File: src/rtl/bank_mapper_pkg.sv
package bank_mapper_pkg;

  // Window index is address bits [top:top-1]; the order is the decode itself.
  typedef enum logic [1:0] {
    WIN_ROM_FIXED = 2'b00,
    WIN_ROM_SWAP  = 2'b01,
    WIN_RAM_SWAP  = 2'b10,
    WIN_RAM_FIXED = 2'b11
  } window_e;

  typedef struct packed {
    logic rom_sel;
    logic ram_sel;
    logic ram_wen;
  } strobe_t;

  localparam strobe_t STROBE_IDLE = '{rom_sel: 1'b0, ram_sel: 1'b0, ram_wen: 1'b0};

endpackage

File: src/rtl/bank_page_reg.sv
module bank_page_reg #(
  parameter int IN_W   = 4,
  parameter int PG_W   = 4,
  parameter int LO_PG  = 1,
  parameter int HI_PG  = 15,
  parameter int RST_PG = 1
) (
  input  logic            clk,
  input  logic            rst,
  input  logic            wr_en,
  input  logic [IN_W-1:0] din,
  output logic [PG_W-1:0] page
);

  logic in_range;

  // Only values inside [LO_PG, HI_PG] are accepted; others leave page alone.
  assign in_range = (din >= IN_W'(LO_PG)) && (din <= IN_W'(HI_PG));

  always_ff @(posedge clk) begin
    if (rst) begin
      page <= PG_W'(RST_PG);
    end else if (wr_en && in_range) begin
      page <= din[PG_W-1:0];
    end
  end

endmodule

File: src/rtl/bank_window_decode.sv
module bank_window_decode
  import bank_mapper_pkg::*;
#(
  parameter int OFS_W    = 14,
  parameter int ROM_PG_W = 4,
  parameter int RAM_PG_W = 3
) (
  input  logic [OFS_W+1:0]        addr,
  input  logic                    rd,
  input  logic                    wr,
  input  logic [ROM_PG_W-1:0]     rom_page,
  input  logic [RAM_PG_W-1:0]     ram_page,
  output strobe_t                 strb,
  output logic [ROM_PG_W+OFS_W-1:0] rom_phys,
  output logic [RAM_PG_W+OFS_W-1:0] ram_phys
);

  localparam int ADDR_W = OFS_W + 2;

  window_e               win;
  logic [ROM_PG_W-1:0]   rom_pg;
  logic [RAM_PG_W-1:0]   ram_pg;
  logic                  in_rom;
  logic [OFS_W-1:0]      offset;

  assign win    = window_e'(addr[ADDR_W-1:ADDR_W-2]);
  assign offset = addr[OFS_W-1:0];

  always_comb begin
    rom_pg = '0;
    ram_pg = '0;
    in_rom = 1'b1;
    case (win)
      WIN_ROM_FIXED: begin rom_pg = '0;       in_rom = 1'b1; end
      WIN_ROM_SWAP:  begin rom_pg = rom_page; in_rom = 1'b1; end
      WIN_RAM_SWAP:  begin ram_pg = ram_page; in_rom = 1'b0; end
      WIN_RAM_FIXED: begin ram_pg = '0;       in_rom = 1'b0; end
      default:       begin rom_pg = '0;       in_rom = 1'b1; end
    endcase
  end

  assign rom_phys = {rom_pg, offset};
  assign ram_phys = {ram_pg, offset};

  // A write (even with rd) wins; ROM is read-only so writes there select nothing.
  always_comb begin
    strb         = STROBE_IDLE;
    strb.rom_sel = in_rom & rd & ~wr;
    strb.ram_sel = ~in_rom & (rd | wr);
    strb.ram_wen = ~in_rom & wr;
  end

endmodule

File: src/rtl/bank_out_reg.sv
module bank_out_reg
  import bank_mapper_pkg::*;
#(
  parameter int ROM_AW = 18,
  parameter int RAM_AW = 17
) (
  input  logic              clk,
  input  logic              rst,
  input  strobe_t           strb_d,
  input  logic [ROM_AW-1:0] rom_d,
  input  logic [RAM_AW-1:0] ram_d,
  output strobe_t           strb_q,
  output logic [ROM_AW-1:0] rom_q,
  output logic [RAM_AW-1:0] ram_q
);

  always_ff @(posedge clk) begin
    if (rst) begin
      strb_q <= STROBE_IDLE;
      rom_q  <= '0;
      ram_q  <= '0;
    end else begin
      strb_q <= strb_d;
      rom_q  <= rom_d;
      ram_q  <= ram_d;
    end
  end

endmodule

File: src/rtl/bank_mapper.sv
module bank_mapper
  import bank_mapper_pkg::*;
#(
  parameter int OFS_W    = 14,
  parameter int ROM_PG_W = 4,
  parameter int RAM_PG_W = 3
) (
  input  logic                      clk,
  input  logic                      rst,
  input  logic [OFS_W+1:0]          cpu_addr,
  input  logic                      cpu_rd,
  input  logic                      cpu_wr,
  input  logic                      pg_wr,
  input  logic                      pg_sel,
  input  logic [ROM_PG_W-1:0]       pg_data,
  output logic                      rom_cs,
  output logic                      ram_cs,
  output logic                      ram_we,
  output logic [ROM_PG_W+OFS_W-1:0] rom_addr,
  output logic [RAM_PG_W+OFS_W-1:0] ram_addr
);

  localparam int ROM_AW     = ROM_PG_W + OFS_W;
  localparam int RAM_AW     = RAM_PG_W + OFS_W;
  localparam int ROM_PG_MAX = (1 << ROM_PG_W) - 1;
  localparam int RAM_PG_MAX = (1 << RAM_PG_W) - 1;

  logic [ROM_PG_W-1:0] rom_page_q;
  logic [RAM_PG_W-1:0] ram_page_q;
  strobe_t             strb_d, strb_q;
  logic [ROM_AW-1:0]   rom_d;
  logic [RAM_AW-1:0]   ram_d;

  bank_page_reg #(
    .IN_W(ROM_PG_W), .PG_W(ROM_PG_W), .LO_PG(1), .HI_PG(ROM_PG_MAX), .RST_PG(1)
  ) u_rom_page (
    .clk(clk), .rst(rst), .wr_en(pg_wr & ~pg_sel), .din(pg_data), .page(rom_page_q)
  );

  bank_page_reg #(
    .IN_W(ROM_PG_W), .PG_W(RAM_PG_W), .LO_PG(1), .HI_PG(RAM_PG_MAX), .RST_PG(1)
  ) u_ram_page (
    .clk(clk), .rst(rst), .wr_en(pg_wr & pg_sel), .din(pg_data), .page(ram_page_q)
  );

  bank_window_decode #(
    .OFS_W(OFS_W), .ROM_PG_W(ROM_PG_W), .RAM_PG_W(RAM_PG_W)
  ) u_decode (
    .addr(cpu_addr), .rd(cpu_rd), .wr(cpu_wr),
    .rom_page(rom_page_q), .ram_page(ram_page_q),
    .strb(strb_d), .rom_phys(rom_d), .ram_phys(ram_d)
  );

  bank_out_reg #(
    .ROM_AW(ROM_AW), .RAM_AW(RAM_AW)
  ) u_out (
    .clk(clk), .rst(rst), .strb_d(strb_d), .rom_d(rom_d), .ram_d(ram_d),
    .strb_q(strb_q), .rom_q(rom_addr), .ram_q(ram_addr)
  );

  assign rom_cs = strb_q.rom_sel;
  assign ram_cs = strb_q.ram_sel;
  assign ram_we = strb_q.ram_wen;

endmodule

File: config.mk
export PLATFORM = sky130hd
export DESIGN_NAME = bank_mapper
export DESIGN_NICKNAME = d
export VERILOG_FILES = /design/src/rtl/bank_mapper_pkg.sv /design/src/rtl/bank_page_reg.sv /design/src/rtl/bank_window_decode.sv /design/src/rtl/bank_out_reg.sv /design/src/rtl/bank_mapper.sv
export SDC_FILE = /design/constraint.sdc
export NUM_CORES = 1
export LEC_CHECK = 0
export BUFFER_PORTS_ARGS = -buffer_cell sky130_fd_sc_hd__buf_2
export CAP_MARGIN = 20
export CELL_PAD_IN_SITES_DETAIL_PLACEMENT = 1
export CELL_PAD_IN_SITES_GLOBAL_PLACEMENT = 1
export CORE_ASPECT_RATIO = 0.75
export CORE_MARGIN = 3
export CORE_UTILIZATION = 32
export DETAILED_ROUTE_END_ITERATION = 12
export PLACE_DENSITY_LB_ADDON = 0.3
export SYNTH_ARGS = -nofsm -noshare
export SYNTH_HDL_FRONTEND = slang
export SYNTH_SLANG_ARGS = --single-unit
File: constraint.sdc
create_clock -name clk -period 1.7 [get_ports clk]
set_clock_uncertainty 0.1 [all_clocks]
set_input_delay 0.34 -clock clk [delete_from_list [all_inputs] [get_ports clk]]
set_output_delay 0.34 -clock clk [all_outputs]
set_load 0.02 [all_outputs]
==> results.ini <==
[floorplanning]
die_h_um = 55.75
num_io_pins = 64
dieWidth_um = 72.33
core_um2 = 3042
rows = 17
dieArea_um2 = 4032
start_util_pct = 34.72

[global_route]
gr-usage-all-layers_pct = 12.64
grt_max_degree = 24
grt_overflow_total = 0
antenna_found_initial = 0
grt_pass1_vias = 808
grt_pass1_wl_mm = 3.836

[synthesis]
synth_seq_cells = 31
synth_compound_area_share_pct = 6.635
syn_nets = 129
netlist_instances = 103
synth_top_family_by_area = simple AND/OR/NAND/NOR gates
ys_types = 17
yosys-mux-area-fraction_pct = 0
synth_area_um2 = 1056
synth-warning-count = 0
yosysTopAreaCellShare_pct = 58.77
syn_area_per_cell_um2 = 10.25
synth-xor-area-share_pct = 0
synth-simple-area-share_pct = 23.58
synth_fa_ha_area_share_pct = 0
synth-seq-area-share_pct = 58.77
synth_top_area_cell = dfxtp_1
synthTopCellsByArea = dfxtp_1, buf_4, nor2b_1

[worst_setup_path]
critical_path_required_ps = 1260
critPathMaxFanout = 2
cp-start-kind = flop
slowest_delay_ps = 340
end_kind = output pin
crit_type = reg -> out
ff2ff_path_depth = 2
reg2reg_from = u_rom_page.page[1]
reg2reg_slack_ps = 970
critPathArrivalTime_ps = 780
r2r-end = u_rom_page.page[1]
cp.buffers_inverters = 1
slowest_stage = dfxtp_1
path_delay_family = flip-flops
crit_chain = buf_2

[pwr]
internal-power_w = 0.001144
p_switching_w = 0.0003709
swShare_pct = 24.49
leakage_nw = 0.7156
power_density_nw_per_um2 = 1087
sequentialPowerShare_pct = 50.8
irDropWorstVdd_uv = 387.4
clock_power_share_pct = 37.3
p_comb_share_pct = 11.8

[detailed_routing]
dr_wl_met3_um = 210
vias = 847
finalWirelength_mm = 2.433
postRouteAntennaNets = 0
wl_per_cell_um = 12.48
wl_met1_um = 957
dr.pass1.iters = 4
viasPerCell = 4.344
highest_layer = met4
route.detailed.drc = 0
detail_route.iter0.violations = 39
wl_met2_mm = 1.232

[placement]
io_buffers = 63
gp_congestion = 0.6654
hpwl_mm = 1.942
dp_worst_setup_slack_ps = 340.2

[worst_hold_path]
hold_path_startpoint = cpu_addr[8]
min_to = u_out.rom_q[8]
hp-class = in -> reg
hold_path_depth = 2

[timing]
finalCritPeriodShare_pct = 71.89
drv_slew = 0
fmax_ghz = 0.8182
maxSlewHeadroom_pct = 71.92
tightestPinTransition_ps = 421.2
rsz0062_at_grt = false
finalSetupViolations = 0
tns_ps = 0
hold_viol_final = 0
fin_ws_ps = 477.8
period_needed_ps = 1222

[clock_tree]
cts_setup_buffers = 0
cts_tree = built
cts_buffer_depth = 2
htreeDepth = 2
ctsHoldBuffers = 0
cts_buffers = 5
clock-sinks = 31
post_cts_resized = 0
clockRootBuffer = clkbuf_8
insertion_delay_ps = 270
clk_pin_slew_ps = 60

[finish]
final_core_util_pct = 45.82
syn_to_final_growth_pct = 31.99
layout.nets = 183
layout-drive-gt1-share_pct = 45.86
layout_commonest_cell = buf_2
most-common-layout-cells = buf_2, dfxtp_1, nor2b_1
diodes = 0

[job]
max-cap-violations = 0

[run_status]
status = finished clean

layer usage:
| metal | vias up | track usage, % |
|---|---|---|
| li1 | 423 | - |
| met3 | 6 | 4.693 |
| met4 | 0 | 5.630 |
| met5 | - | 0 |
| met2 | 34 | 21.14 |
| met1 | 384 | 14.17 |
cell usage after synthesis:
| master | count |
|---|---|
| dfxtp_1 | 31 |
| nor2b_1 | 15 |
| buf_4 | 14 |
| a21oi_1 | 7 |
| nand2_1 | 7 |
| and3_1 | 5 |
| nor2_1 | 5 |
| o21ai_0 | 5 |
| and2_1 | 3 |
| clkbuf_1 | 2 |
| nand2b_1 | 2 |
| o21ai_1 | 2 |
| and3b_1 | 1 |
| inv_1 | 1 |
| nand3b_1 | 1 |
| nor3_2 | 1 |
| nor4_4 | 1 |
stage by stage:
stage	power (W)	hold slack (ps)	instance area (um^2)	std cells
6_report	0.001514	173.1	1394	195
2_1_floorplan	0.0009033	311.6	1056	103
3_3_place_gp	0.0009622	344.7	1306	188
4_1_cts	0.001543	163.9	1394	195
5_1_grt	0.001592	187.4	1394	195
3_5_place_dp	0.0009685	357.6	1306	188
power groups by stage:
stage,registers [W],logic (W),clock network [W]
final,0.000770,0.000179,0.000565
after floorplan,0.000815,0.0000880,0
after global placement,0.000784,0.000178,0
after detailed placement,0.000787,0.000182,0
after CTS,0.000771,0.000182,0.000590
after global routing,0.000774,0.000196,0.000622
worst max-delay path by stage:
stage | startpoint | endpoint | slack (ps) | depth (start not counted)
3_3_place_gp | rst | u_out.ram_q[15] | 380 | 4
2_1_floorplan | u_out.rom_q[0] | rom_addr[0] | 670 | 1
4_1_cts | u_out.rom_q[2] | ram_addr[2] | 460 | 1
5_1_grt | u_out.rom_q[10] | ram_addr[10] | 430 | 1
3_5_place_dp | rst | u_out.ram_q[16] | 340 | 4
6_report | u_out.rom_q[2] | ram_addr[2] | 480 | 1
registers in the layout, summed over array words and instances, names as in the netlist:
register	flops
u_ram_page.page	3
u_rom_page.page	4
u_out.strb_q	3
u_out.ram_q	3
u_out.rom_q	18
cell families (layout without fill, tap and decap cells):
group	Yosys count	in the layout
buffers and inverters	17	71
and+or+nand+nor	41	41
DFF	31	31
AOI/OAI and AO/OA	14	14
cell type report:
cell class / count / area (um^2)
Timing Repair Buffer: 63 / 315.3
Fill cell: 374 / 1648
Tap cell: 38 / 47.55
Clock buffer: 6 / 82.58
Inverter: 1 / 3.754
Multi-Input combinational cell: 55 / 319.1
Sequential cell: 31 / 620.6
Clock inverter: 1 / 5.005
Note: power is estimated with default switching activity, not from simulation.
